$ cat src/rtl/p2s_pkg.sv
package p2s_pkg;
  function automatic int cnt_bits(input int width);
    return $clog2(width + 1);
  endfunction
endpackage

$ cat src/rtl/p2s_bit_ctr.sv
module p2s_bit_ctr
  import p2s_pkg::*;
#(
  parameter int W = 8
) (
  input  logic clk_i,
  input  logic rst_ni,
  input  logic load_i,
  input  logic step_i,
  output logic busy_o,
  output logic last_o
);
  localparam int CW = cnt_bits(W);
  localparam logic [CW-1:0] FULL = CW'(W);

  logic [CW-1:0] cnt_q;

  // bits remaining to send
  always_ff @(posedge clk_i or negedge rst_ni) begin
    if (!rst_ni)      cnt_q <= '0;
    else if (load_i)  cnt_q <= FULL;
    else if (step_i)  cnt_q <= cnt_q - 1'b1;
  end

  assign busy_o = (cnt_q != '0);
  assign last_o = (cnt_q == CW'(1));

  AST_CNT_BOUND: assert property (@(posedge clk_i) disable iff (!rst_ni)
    cnt_q <= FULL);
  AST_STEP_DECR: assert property (@(posedge clk_i) disable iff (!rst_ni)
    (step_i && !load_i) |=> (cnt_q == $past(cnt_q) - 1'b1));
endmodule

$ cat src/rtl/p2s_shift_reg.sv
module p2s_shift_reg #(
  parameter int W = 8
) (
  input  logic         clk_i,
  input  logic         rst_ni,
  input  logic         load_i,
  input  logic         step_i,
  input  logic [W-1:0] data_i,
  output logic         msb_o
);
  logic [W-1:0] sr_q;

  always_ff @(posedge clk_i or negedge rst_ni) begin
    if (!rst_ni)      sr_q <= '0;
    else if (load_i)  sr_q <= data_i;
    else if (step_i)  sr_q <= {sr_q[W-2:0], 1'b0};
  end

  assign msb_o = sr_q[W-1];

  AST_LOAD_CAPT: assert property (@(posedge clk_i) disable iff (!rst_ni)
    load_i |=> (sr_q == $past(data_i)));
endmodule

$ cat src/rtl/p2s_shifter.sv
module p2s_shifter #(
  parameter int W = 8
) (
  input  logic         clk_i,
  input  logic         rst_ni,
  input  logic         load_i,
  input  logic [W-1:0] data_i,
  output logic         ser_o,
  output logic         valid_o,
  output logic         frame_o
);
  logic busy, last, msb, step;

  assign step = busy && !load_i;

  p2s_bit_ctr #(.W(W)) u_ctr (
    .clk_i (clk_i),
    .rst_ni(rst_ni),
    .load_i(load_i),
    .step_i(step),
    .busy_o(busy),
    .last_o(last)
  );

  p2s_shift_reg #(.W(W)) u_sr (
    .clk_i (clk_i),
    .rst_ni(rst_ni),
    .load_i(load_i),
    .step_i(step),
    .data_i(data_i),
    .msb_o (msb)
  );

  always_ff @(posedge clk_i or negedge rst_ni) begin
    if (!rst_ni) begin
      ser_o   <= 1'b0;
      valid_o <= 1'b0;
      frame_o <= 1'b0;
    end else begin
      ser_o   <= step & msb;
      valid_o <= step;
      frame_o <= step & last;
    end
  end

  AST_LOAD_QUIET: assert property (@(posedge clk_i) disable iff (!rst_ni)
    load_i |=> (!valid_o && !frame_o && !ser_o));
  AST_START_NEXT: assert property (@(posedge clk_i) disable iff (!rst_ni)
    (!load_i && $past(load_i)) |=> valid_o);
  AST_FRAME_VALID: assert property (@(posedge clk_i) disable iff (!rst_ni)
    frame_o |-> valid_o);
  AST_FRAME_END: assert property (@(posedge clk_i) disable iff (!rst_ni)
    frame_o |=> !valid_o);
  AST_IDLE_ZERO: assert property (@(posedge clk_i) disable iff (!rst_ni)
    !valid_o |-> !ser_o);
endmodule

$ cat config.mk
export PLATFORM = sky130hd
export DESIGN_NAME = p2s_shifter
export DESIGN_NICKNAME = d
export VERILOG_FILES = /design/src/rtl/p2s_pkg.sv /design/src/rtl/p2s_bit_ctr.sv /design/src/rtl/p2s_shift_reg.sv /design/src/rtl/p2s_shifter.sv
export SDC_FILE = /design/constraint.sdc
export NUM_CORES = 1
export LEC_CHECK = 0
export ABC_AREA = 1
export BUFFER_PORTS_ARGS = -buffer_cell sky130_fd_sc_hd__clkbuf_2
export CAP_MARGIN = 20
export CORE_MARGIN = 2
export CORE_UTILIZATION = 50
export DETAILED_ROUTE_END_ITERATION = 10
export PLACE_DENSITY = 0.73
export RECOVER_POWER = 50
export SYNTH_ARGS = -nofsm -noshare
export SYNTH_HDL_FRONTEND = slang
export SYNTH_SLANG_ARGS = --single-unit
export TNS_END_PERCENT = 100
$ cat constraint.sdc
create_clock -name clk_i -period 1.9 [get_ports clk_i]
set_clock_uncertainty 0.05 [all_clocks]
set_input_delay 0.095 -clock clk_i [delete_from_list [all_inputs] [get_ports clk_i]]
set_output_delay 0.095 -clock clk_i [all_outputs]
set_load 0.01 [all_outputs]
* Word-level counts from Yosys, hierarchy flattened
Index checks and enable logic that the tools add are counted.
Widths: inputs -> output; s select.
** Word-level totals
- Logic and storage cells :: 17
- Register bits :: 15
- Bits of input ports :: 11
- Output and inout bits :: 3
** Cells by class
- Reductions and logical operators :: 4
- Multiplexer cells :: 4
- Equal/unequal tests :: 1
- Add/subtract/negate cells :: 1
- Bitwise operators :: 2
** Operator list (number)
- $mux 8 :: 2
- $mux 4 :: 2
- $eq 4x1->1 const B :: 1
- $reduce_bool 4->1 :: 1
- $sub 4x1->4 const B :: 1
- $and 1x1->1 :: 2
- $reduce_bool 2->1 :: 1
- $logic_and 1x1->1 :: 1
- $logic_not 1->1 :: 1

* Longest topological paths before layout
Gate-level depths: netlist of run 1.
- Depth after elaboration :: 4
- Depth in mapped cells :: 7
- Depth with buffers taken out :: 7

* Cells and area by module
Synthesis of run 1 repeated with hierarchy kept, for this count alone.
** Unflattened totals
- Cells, all modules :: 81
- Area, all modules :: 711.9 sq um
** By module, submodules not included
- p2s_shift_reg :: area an instance 376.6 sq um, cells an instance 43, sequential area each 200.2 sq um, times used 1
- p2s_bit_ctr :: area an instance 231.5 sq um, cells an instance 28, sequential area each 100.1 sq um, times used 1
- p2s_shifter :: area an instance 103.8 sq um, cells an instance 10, sequential area each 75.1 sq um, times used 1

* Worst setup path after synthesis of run 1
OpenSTA, ideal clock, no wires.
- Path kind :: register to register
- Start point :: reg u_ctr.cnt_q[0]
- End point :: reg u_sr.sr_q[7]
- Stages on the path, launching flop included :: 7
- Setup time :: 0.117 ns
- Arrival time :: 1.059 ns
- Path slack :: 0.674 ns
- Path buffers :: 1
- Cells stage by stage :: dfrtp_1 -> inv_1 -> ha_1 -> nand3_4 -> buf_8 -> nand2_2 -> o21ai_2
** Between the ends
- Word-level cells in the longest chain between the ends :: 3
** RTL lines
- start, declared :: line p2s_bit_ctr.sv:16 : logic [CW-1:0] cnt_q;
- start signal, assigned :: line p2s_bit_ctr.sv:22 : else if (step_i) cnt_q <= cnt_q - 1'b1;
- $reduce_bool 4->1 :: line p2s_bit_ctr.sv:25 : assign busy_o = (cnt_q != '0);
- $logic_and 1x1->1 :: line p2s_shifter.sv:14 : assign step = busy && !load_i;
- $reduce_bool 2->1 (no line)
- end signal, assigned :: line p2s_shift_reg.sv:15 : else if (load_i) sr_q <= data_i;
- end signal, assigned :: line p2s_shift_reg.sv:16 : else if (step_i) sr_q <= {sr_q[W-2:0], 1'b0};
- end, declared :: line p2s_shift_reg.sv:11 : logic [W-1:0] sr_q;
Every way passes these cells.
A chain may end at the register's enable or synchronous reset.

* Worst setup path after layout of run 1
- Start point :: reg u_ctr.cnt_q[0]
- End point :: reg u_ctr.cnt_q[1]
** Between the ends
- Word-level cells in the longest chain between the ends :: 3
- Elaborated cells on any way between the ends :: 6
- Classes of those cells :: add/sub: 1; mux: 2; reduce/logical: 3
** RTL lines (line)
- $sub 4x1->4 / $reduce_bool 4->1 (equally long branches) :: p2s_bit_ctr.sv:22, p2s_bit_ctr.sv:25
- $mux 4 / $logic_and 1x1->1 (equally long branches) :: p2s_bit_ctr.sv:22, p2s_shifter.sv:14
- $mux 4 / $reduce_bool 2->1 (equally long branches)
Parallel ways exist; a longest one is shown, timed or not. The select of a mux whose other input is x is not followed.

==> qor.txt, run 1 <==
met1 usage: 0.202
first-pass GRT wire length: 2.16 mm
critical path launch point type: register
CP Data Required Time: 2050 ps
busiest grt layer: met2
Detailed Route Iter0 Violations: 12
CTS resizes: 0
ANT cells: 0
I/O pin cnt: 14
CTS max path bufs: 2
final total power: 0.993 mW
Setup TNS: 0 ps
chip width: 43.0 µm
Max Cap Viol: 0
Routed Antenna Nets: 0
Slew Limit Fails: 0
CTS tree: built
final WL: 1.21 mm
H-tree lvl count: 1
Syn Std Cell Area: 761 µm²
DP Area: 823 µm²
final hold violations: 0
hold buffers post-CTS: 2
post-synthesis register bit count: 15
unrepaired setup endpoints after global routing: false
num rows: 14
Remaining DRCs: 0
Post-Place Cells: 111
Reg clk slew, reported paths: 80 ps
# fillers: 141
share of cells above drive strength 1: 0.267
routed vias/inst: 4.69
area delta synth->final: 14.0%
status: complete, no violations
initial antenna violation count: 0
Mapped Nets: 98
M3 GR Usage: 0.0383
Pre-antenna DRT Iters: 4
Worst setup EP type: register
syn avg cell area: 9.06 µm²
Final Setup Violations: 0
Leakage: 0.458 nW
global route total overflow: 0
die height: 43.0 µm
Post CTS Setup Buffer Count: 0
WP data arrival: 1560 ps
footprint of the multi-input gates: 307 µm²
synth warn: 0
DR vias: 549
Peak Freq: 710 MHz
non-filler cells, final: 117
Setup CP Type: reg -> reg
register area: 375 µm²
WL/cell: 10.3 µm
pwr dens: 1150 nW/µm²
Rel. slew slack: 0.469
Mapped Cells: 84
Die Area: 1850 µm²
Final period util: 0.741
Max VDD drop: 0.535 mV
TritonCTS buffer count: 3
DP HPWL: 850 µm
design area: 867 µm²
CP max FO: 16
met2 usage: 0.245
RePlAce Congestion: 0.717
minimum clock period: 1410 ps
vias in the first global route: 510
largest net degree at the start of global routing: 17
Tot GR Track Use: 0.162
worst skew pair latency: 280 ps
core area: 1470 µm²
worst slew pin tran: 796 ps
sequential share of the synthesized area: 0.493
# port buffers: 13
CTS sink cnt: 15
CTS Root Buffer Type: clkbuf_4
Hold Path Class: in -> reg
Synth cell types: 16
Total Nets Final: 116
initial core utilization: 0.517
routing by layer:
metal	vias up	part of all wire
li1	293	-
met1	243	0.49
met2	9	0.44
met3	4	0.038
met4	0	0.027
met5	-	0
metrics by stage:
stage / util / hold slack (ps) / worst slack [ps]
2_1_floorplan: - / -251 / 674
4_1_cts: 0.591 / 68.3 / 490
5_1_grt: 0.589 / 88.3 / 350
6_report: 0.589 / 78.7 / 492
3_5_place_dp: 0.560 / -14.6 / 515
3_3_place_gp: 0.560 / -27.4 / 564
area by class of cell:
type | count | area share
inverter | 15 | 0.0649
clock buffer | 4 | 0.0303
timing repair buffer | 15 | 0.0952
sequential | 15 | 0.433
tap | 16 | 0.0231
multi-input combinational | 52 | 0.354
worst max-delay path, stage by stage, from the launching register on:
cell and delay [ps]:
dfrtp_1 420, inv_1 120, ha_1 220, nand3_4 230
inv_1 160, nand2_1 50, o21ai_0 70
final timing paths:
check                          startpoint        endpoint  slack [ps]  depth (start not counted)
setup / recovery           u_ctr.cnt_q[0]  u_ctr.cnt_q[1]         490                          6
hold / removal                  data_i[3]    u_sr.sr_q[3]          80                          5
setup reg to reg           u_ctr.cnt_q[0]  u_ctr.cnt_q[1]         490                          6
hold reg to reg              u_sr.sr_q[5]    u_sr.sr_q[5]         470                          2
max in group asynchronous          rst_ni  u_ctr.cnt_q[3]         950                          2
min in group asynchronous          rst_ni    u_sr.sr_q[3]         350                          2
synthesized netlist by cell type:
master / instances / area, µm²
a21oi_1: 1 / 5.00
buf_4: 1 / 7.51
buf_8: 1 / 15.0
dfrtp_1: 15 / 375
ha_1: 3 / 37.5
inv_1: 14 / 52.6
inv_2: 1 / 3.75
nand2_1: 19 / 71.3
nand2_2: 2 / 12.5
nand3_1: 1 / 5.00
nand3_4: 1 / 17.5
nor2_1: 6 / 22.5
nor2_4: 1 / 11.3
o21ai_0: 9 / 45.0
o21ai_2: 8 / 70.1
xnor2_1: 1 / 8.76
sequential cells by signal, indices dropped and copies added (netlist names):
register     count
u_ctr.cnt_q      4
u_sr.sr_q        8
ser_o            1
valid_o          1
frame_o          1
kinds of logic (layout without fill, tap and decap cells):
family | after synthesis | in the layout | share of synthesized area
simple gates | 30 | 30 | 0.184
compound gates | 18 | 18 | 0.158
fa+ha+maj | 3 | 3 | 0.0493
xor+xnor | 1 | 1 | 0.0115
flops | 15 | 15 | 0.493
buf+inv | 17 | 34 | 0.104
report_power, final:
group | total, mW | internal [mW] | switching [mW] | leakage (nW)
sequential | 0.466 | 0.407 | 0.0591 | 0.187
clock | 0.179 | 0.0815 | 0.0979 | 0.0150
combinational | 0.348 | 0.136 | 0.212 | 0.256
total | 0.993 | 0.624 | 0.369 | 0.458
placed cells by master, fill, tap and decap left out:
cell type and count:
dfrtp_1 15, nor2_1 6, o21ai_0 9, nand2_1 19
nor2_4 1, xnor2_1 1, a21oi_1 1, clkbuf_1 3
nand2_2 2, nand3_1 1, inv_2 1, ha_1 3
nand3_4 1, inv_1 14, o21ai_2 8, dlygate4sd3_1 2
clkbuf_4 3, clkbuf_2 11
Note: power is estimated with default switching activity, not from simulation.
==> inputs of run 2 (changes only) <==
ABC_AREA = 0   (was 1)
PLACE_DENSITY = 0.74   (was 0.73)
clock period = 1.3 ns   (was 1.9 ns; I/O delays follow)
==> run 2 against run 1 <==
The flow now finishes with violations (negative hold slack, negative setup slack). Cell count is 0.85% higher. Clock power rose by 48%. Sequential share of layout area decreased by 6.0 points. Global-route usage rose by 1.5 points. First-iteration DRC count decreased by 8.3%. Synthesized cell count fell by 17%. Critical path depth down 1. Sequential power up 44%. Combinational power is 140% higher. Clock-buffer cell count is the same. Die area decreased by 7.2%. Sequential cell count is the same. Largest cell class unchanged.
==> qor.txt, run 2 <==
post-synthesis register bit count: 15 (unchanged)
slowest library cell on the worst path: or3b_4
final hold violations: 1 (+1)
core area: 1300 µm² (-12%)
Max Cap Viol: 0 (unchanged)
CTS sink cnt: 15 (unchanged)
final WL: 1.41 mm (+17%)
Remaining DRCs: 0 (unchanged)
ys async rst share: 1.00 (unchanged)
H-tree lvl count: 1 (unchanged)
hold_ws: -1.27 ps (-79.9 ps)
dominant cell type by area after synthesis: dfrtp_1
Routed Antenna Nets: 0 (unchanged)
ANT cells: 0 (unchanged)
first-pass GRT wire length: 2.42 mm (+12%)
critical path launch point type: register
final setup margin: -75.4 ps (-568 ps)
worst skew pair latency: 270 ps (about the same)
worst slew pin tran: 793 ps (-2.84 ps)
clock share of power: 0.149 (-0.032)
Rel. slew slack: 0.471 (+0.00189)
Total Nets Final: 118 (+1.7%)
combinational group share of total power: 0.473 (+0.123)
Peak Freq: 727 MHz (+2.3%)
Pre-antenna DRT Iters: 4 (unchanged)
Setup CP Type: reg -> reg
Reg clk slew, reported paths: 90 ps (about the same)
design area: 1010 µm² (+16%)
initial core utilization: 0.538 (+0.0215)
WP data arrival: 1490 ps (-70 ps)
I/O pin cnt: 14 (unchanged)
largest net degree at the start of global routing: 23 (+6)
CTS tree: built
RR Startpoint: u_ctr.cnt_q[1]
TritonCTS buffer count: 3 (unchanged)
Hold Startpoint: data_i[2]
pwr dens: 1760 nW/µm² (+54%)
share of cells above drive strength 1: 0.359 (+0.0919)
top_reg_cell synth: dfrtp_1
Leakage: 0.468 nW (+2.1%)
synth warn: 0 (unchanged)
sequential share of the synthesized area: 0.536 (+0.0423)
DP Worst Slack: -184 ps (-699 ps)
CP Data Required Time: 1420 ps (-630 ps)
combinational family with the most area after synthesis: simple AND/OR/NAND/NOR gates
Final Setup Violations: 12 (+12)
DP Area: 853 µm² (+3.6%)
Post-synth EDFFs: 0 (unchanged)
max reg flops: 8 (unchanged)
syn avg cell area: 10.0 µm² (+11%)
DP HPWL: 905 µm (+6.4%)
sw frac: 0.338 (-0.0333)
crit path cell chain: inv_2 > ha_4 > or3b_4 > nand2_1 > a21oi_1
Largest regs: u_sr.sr_q x8, u_ctr.cnt_q x4
Hold Path Class: in -> reg
num rows: 13 (-1)
Mapped Cells: 70 (-17%)
global route total overflow: 0 (unchanged)
Mapped Nets: 84 (-14%)
most instantiated library cell after synthesis: dfrtp_1
CTS Root Buffer Type: clkbuf_4
ranking of synthesized cells by area: dfrtp_1, a21oi_1, nor2b_1
WL/cell: 11.9 µm (+16%)
critical path's largest stage delay: 420 ps (about the same)
most common cell after layout, fill and taps aside: dfrtp_1
Commonest cells post-synth: dfrtp_1, a21oi_1, nand2_1
Die Area: 1720 µm² (-7.2%)
Synth cell types: 21 (+5)
failing checks: negative hold slack, negative setup slack
Simple-Gate Fraction of Synth Area: 0.200 (+0.0158)
DR vias: 596 (+8.6%)
initial antenna violation count: 0 (unchanged)
area delta synth->final: 43.8%
Yosys top cell area share: 0.536 (+0.0423)
crit path from: u_ctr.cnt_q[1]
non-filler cells, final: 118 (+0.85%)
CP max FO: 5 (-11)
minimum clock period: 1380 ps (-32.3 ps)
Slew Limit Fails: 0 (unchanged)
# fillers: 81 (-43%)
complex-gate fraction of the synthesized area: 0.137 (-0.0204)
unrepaired setup endpoints after global routing: true
Final period util: 1.06 (+0.317)
Detailed Route Iter0 Violations: 11 (-1)
Internal Pwr Total: 1.17 mW (+88%)
status: complete, but fails checks
Post-Place Cells: 104 (-6.3%)
Tot GR Track Use: 0.177 (+0.0150)
Psw: 0.600 mW (+63%)
post-synthesis mux area share: 0 (unchanged)
Biggest register: u_sr.sr_q
chip width: 41.4 µm (-3.7%)
CTS max path bufs: 2 (unchanged)
Synth Area in XOR/XNOR: 0.0250 (+0.0135)
# port buffers: 13 (unchanged)
Reg power frac: 0.378 (-0.091)
vias in the first global route: 604 (+18%)
final total power: 1.77 mW (+79%)
CP Buf/Inv Count: 1 (-1)
CP top delay family: simple AND/OR/NAND/NOR gates
routed vias/inst: 5.05 (+7.6%)
RePlAce Congestion: 0.711 (-0.80%)
Max VDD drop: 0.975 mV (+82%)
Syn Std Cell Area: 701 µm² (-7.9%)
adder-cell share of the synthesized area: 0.0536 (+0.00423)
most frequent cells in the layout: dfrtp_1, a21oi_1, clkbuf_2
die height: 41.4 µm (-3.7%)
Worst setup EP type: register
run 2: area by class of cell:
| class | count | area, µm² | area share |
|---|---|---|---|
| Multi-Input combinational cell | 50 | 349 | 0.347 |
| Tap cell | 15 | 18.8 | 0.0186 |
| Inverter | 2 | 7.51 | 0.00745 |
| Timing Repair Buffer | 32 | 230 | 0.229 |
| Sequential cell | 15 | 375 | 0.373 |
| Clock buffer | 4 | 26.3 | 0.0261 |
run 2: what timing repair did:
item,in CTS,in global routing
pin swaps,1,6
buffers inserted,1,0
hold buffers,8,0
cloned,1,0
resized for setup,3,5
endpoints found under the setup margin,10,13
endpoints found under the hold margin,22,0
run 2: power groups by stage:
stage,logic (mW),clock network (mW),registers [mW]
floorplan,0.409,0,0.671
global placement,0.659,0,0.659
detailed placement,0.678,0,0.666
CTS,0.777,0.269,0.666
global route,0.922,0.289,0.682
finish,0.839,0.265,0.671
run 2: metal layers:
metal	wire [µm]	global-route usage
met5	0	0
met4	0	0.0452
met3	38	0.0261
met2	751	0.338
met1	619	0.202
run 2: worst min-delay path, cell delays in order:
cell and delay, ps:
clkbuf_2 80, nor2b_1 40, a21oi_1 100
run 2: final timing paths:
path,cells after the start,endpoint,slack (ps)
min in group asynchronous,2,u_ctr.cnt_q[2],330
max in group asynchronous,2,u_ctr.cnt_q[0],380
setup reg to reg,5,u_sr.sr_q[2],-80
hold / removal,3,u_sr.sr_q[2],-1
hold reg to reg,1,ser_o,470
setup / recovery,5,u_sr.sr_q[2],-80
run 2: logic make-up after synthesis:
family                     count (synthesis)
and+or+nand+nor                           27
DFF                                       15
adders and majority gates                  3
buffers and inverters                      6
AOI/OAI and AO/OA                         17
xor gates and xnor gates                   2
run 2: stage by stage:
stage                     utilization  setup TNS (ps)
final                           0.774            -566
after global routing            0.774           -1340
after CTS                       0.758            -441
after detailed placement        0.656           -1370
after global placement          0.656            -956
after floorplan                     -            -618
==> inputs of run 3 (changes only) <==
PLACE_DENSITY = 0.73   (was 0.74)
==> run 3 against run 2 <==
The flow finishes with violations (negative setup slack). Utilization up 2.5 points. Cell count up 0.85%. Routed wire length up 12%. Critical endpoint is now u_sr.sr_q[6]. Highest routed layer is now met4.
==> qor.txt, run 3 (synthesized netlist as in run 2, its figures left out) <==
initial antenna violation count: 0 (unchanged)
DP HPWL: 970 µm (+7.2%)
CTS sink cnt: 15 (unchanged)
DR vias: 594 (-0.34%)
cell count along the critical path: 7 (+2)
CTS Root Buffer Type: clkbuf_4
Critical Path End: u_sr.sr_q[6]
CP Buf/Inv Count: 3 (+2)
Max VDD drop: 1.28 mV (+31%)
hold_ws: 197 ps (+198 ps)
sw frac: 0.342 (+0.00374)
largest net degree at the start of global routing: 23 (unchanged)
cell repeated most along the worst path: buf_6
most frequent cells in the layout: dfrtp_1, clkbuf_2, a21oi_1
CP top delay family: flip-flops
Post-Place Cells: 104 (unchanged)
crit path cell chain: inv_2 > ha_4 > buf_6 > nor3b_4 > buf_6 > a21oi_2 > a21oi_1
H-tree lvl count: 1 (unchanged)
minimum clock period: 1480 ps (+104 ps)
# port buffers: 13 (unchanged)
num rows: 13 (unchanged)
CTS tree: built
die height: 41.4 µm (unchanged)
Setup CP Type: reg -> reg
Pre-antenna DRT Iters: 4 (unchanged)
ANT cells: 0 (unchanged)
vias in the first global route: 574 (-5.0%)
Peak Freq: 676 MHz (-7.0%)
status: complete, but fails checks
first-pass GRT wire length: 2.62 mm (+8.3%)
I/O pin cnt: 14 (unchanged)
routed vias/inst: 4.99 (-1.2%)
Reg2Reg Setup Slack: -180 ps (-100 ps)
RePlAce Congestion: 0.706 (-0.68%)
TritonCTS buffer count: 3 (unchanged)
crit path from: u_ctr.cnt_q[1]
Routed Antenna Nets: 0 (unchanged)
initial core utilization: 0.538 (unchanged)
Reg clk slew, reported paths: 90 ps (about the same)
Largest regs: u_sr.sr_q x8, u_ctr.cnt_q x4
CP max FO: 6 (+1)
Worst R2R End: u_sr.sr_q[6]
critical path's largest stage delay: 400 ps (-20 ps)
Slew Limit Fails: 0 (unchanged)
Reg power frac: 0.354 (-0.024)
Tot GR Track Use: 0.198 (+0.0215)
clock share of power: 0.145 (-0.004)
combinational group share of total power: 0.500 (+0.027)
WL/cell: 13.2 µm (+11%)
share of cells above drive strength 1: 0.404 (+0.0446)
Biggest register: u_sr.sr_q
Final period util: 1.14 (+0.0802)
Remaining DRCs: 0 (unchanged)
non-filler cells, final: 119 (+0.85%)
final total power: 1.85 mW (+4.4%)
slowest library cell on the worst path: dfrtp_1
Total Nets Final: 119 (+0.85%)
unrepaired setup endpoints after global routing: true
Hold Path Class: in -> reg
RR Startpoint: u_ctr.cnt_q[1]
Setup TNS: -1800 ps (-1240 ps)
worst skew pair latency: 280 ps (about the same)
Rel. slew slack: 0.457 (-0.0140)
final hold violations: 0 (-1)
core area: 1300 µm² (unchanged)
CP Data Required Time: 1460 ps (+40 ps)
worst slew pin tran: 814 ps (+21.0 ps)
Worst Reg2Reg Path Length in Cells: 7 (+2)
final setup margin: -180 ps (-104 ps)
Die Area: 1720 µm² (unchanged)
Psw: 0.634 mW (+5.5%)
Leakage: 0.485 nW (+3.8%)
most common cell after layout, fill and taps aside: dfrtp_1
chip width: 41.4 µm (unchanged)
WP data arrival: 1640 ps (+150 ps)
final WL: 1.57 mm (+12%)
Internal Pwr Total: 1.22 mW (+3.8%)
pwr dens: 1780 nW/µm² (+1.1%)
CTS max path bufs: 2 (unchanged)
failing checks: negative setup slack
DP Area: 853 µm² (unchanged)
global route total overflow: 0 (unchanged)
Max Cap Viol: 0 (unchanged)
Detailed Route Iter0 Violations: 8 (-3)
area delta synth->final: 48.4%
Final Setup Violations: 14 (+2)
design area: 1040 µm² (+3.2%)
max reg flops: 8 (unchanged)
critical path launch point type: register
Worst setup EP type: register
-- run 3: changes by cell type in the layout (fill, tap and decap cells not counted), sizes merged --
cell / change
buf: +1
dlygate4sd3: +1
or3b: -1
-- run 3: timing repair --
action / in CTS / in global routing
setup buffers: 1 / 1
hold endpoints to repair: 23 / 0
hold buffers: 9 / 0
setup endpoints to repair: 12 / 15
pin swaps: 7 / 9
gates resized for setup: 9 / 6
gates cloned: 0 / 0
-- run 3: cell type report --
| cell class | instances | area, µm² |
|---|---|---|
| Sequential cell | 15 | 375 |
| Multi-Input combinational cell | 49 | 357 |
| Timing Repair Buffer | 34 | 255 |
| Inverter | 2 | 7.51 |
| Clock buffer | 4 | 26.3 |
| Tap cell | 15 | 18.8 |
| Fill cell | 74 | 262 |
-- run 3: how the worst min path moves through the flow --
stage	startpoint	endpoint	slack, ps	cells after the start
final	load_i	u_ctr.cnt_q[1]	200	2
after global routing	load_i	u_ctr.cnt_q[1]	210	2
after CTS	load_i	u_ctr.cnt_q[1]	160	2
after detailed placement	rst_ni	frame_o	-50	1
after global placement	rst_ni	frame_o	-50	1
after floorplan	rst_ni	frame_o	-280	0
-- run 3: worst reg2reg max path, cell delays in order, from the launching register on --
cell and delay (ps):
dfrtp_1 400, inv_2 80, ha_4 130, buf_6 90, nor3b_4 270, buf_6 170, a21oi_2 50, a21oi_1 180
-- run 3: power groups by stage --
stage	sequential (mW)	combinational [mW]	clock (mW)
2_1_floorplan	0.671	0.409	0
3_3_place_gp	0.655	0.665	0
3_5_place_dp	0.660	0.693	0
4_1_cts	0.653	0.855	0.272
5_1_grt	0.668	0.996	0.302
6_report	0.656	0.927	0.269
-- run 3: per-stage QoR --
stage | worst slack (ps) | util
detailed placement | -169 | 0.656
finish | -180 | 0.799
CTS | -102 | 0.780
global placement | -138 | 0.656
global route | -214 | 0.799
floorplan | -109 | -
-- run 3: per-layer routing --
layer,vias to the layer above,GRT usage,part of all wire
li1,302,-,-
met1,268,0.242,0.44
met2,19,0.316,0.49
met3,5,0.0304,0.039
met4,0,0.142,0.029
met5,-,0,0
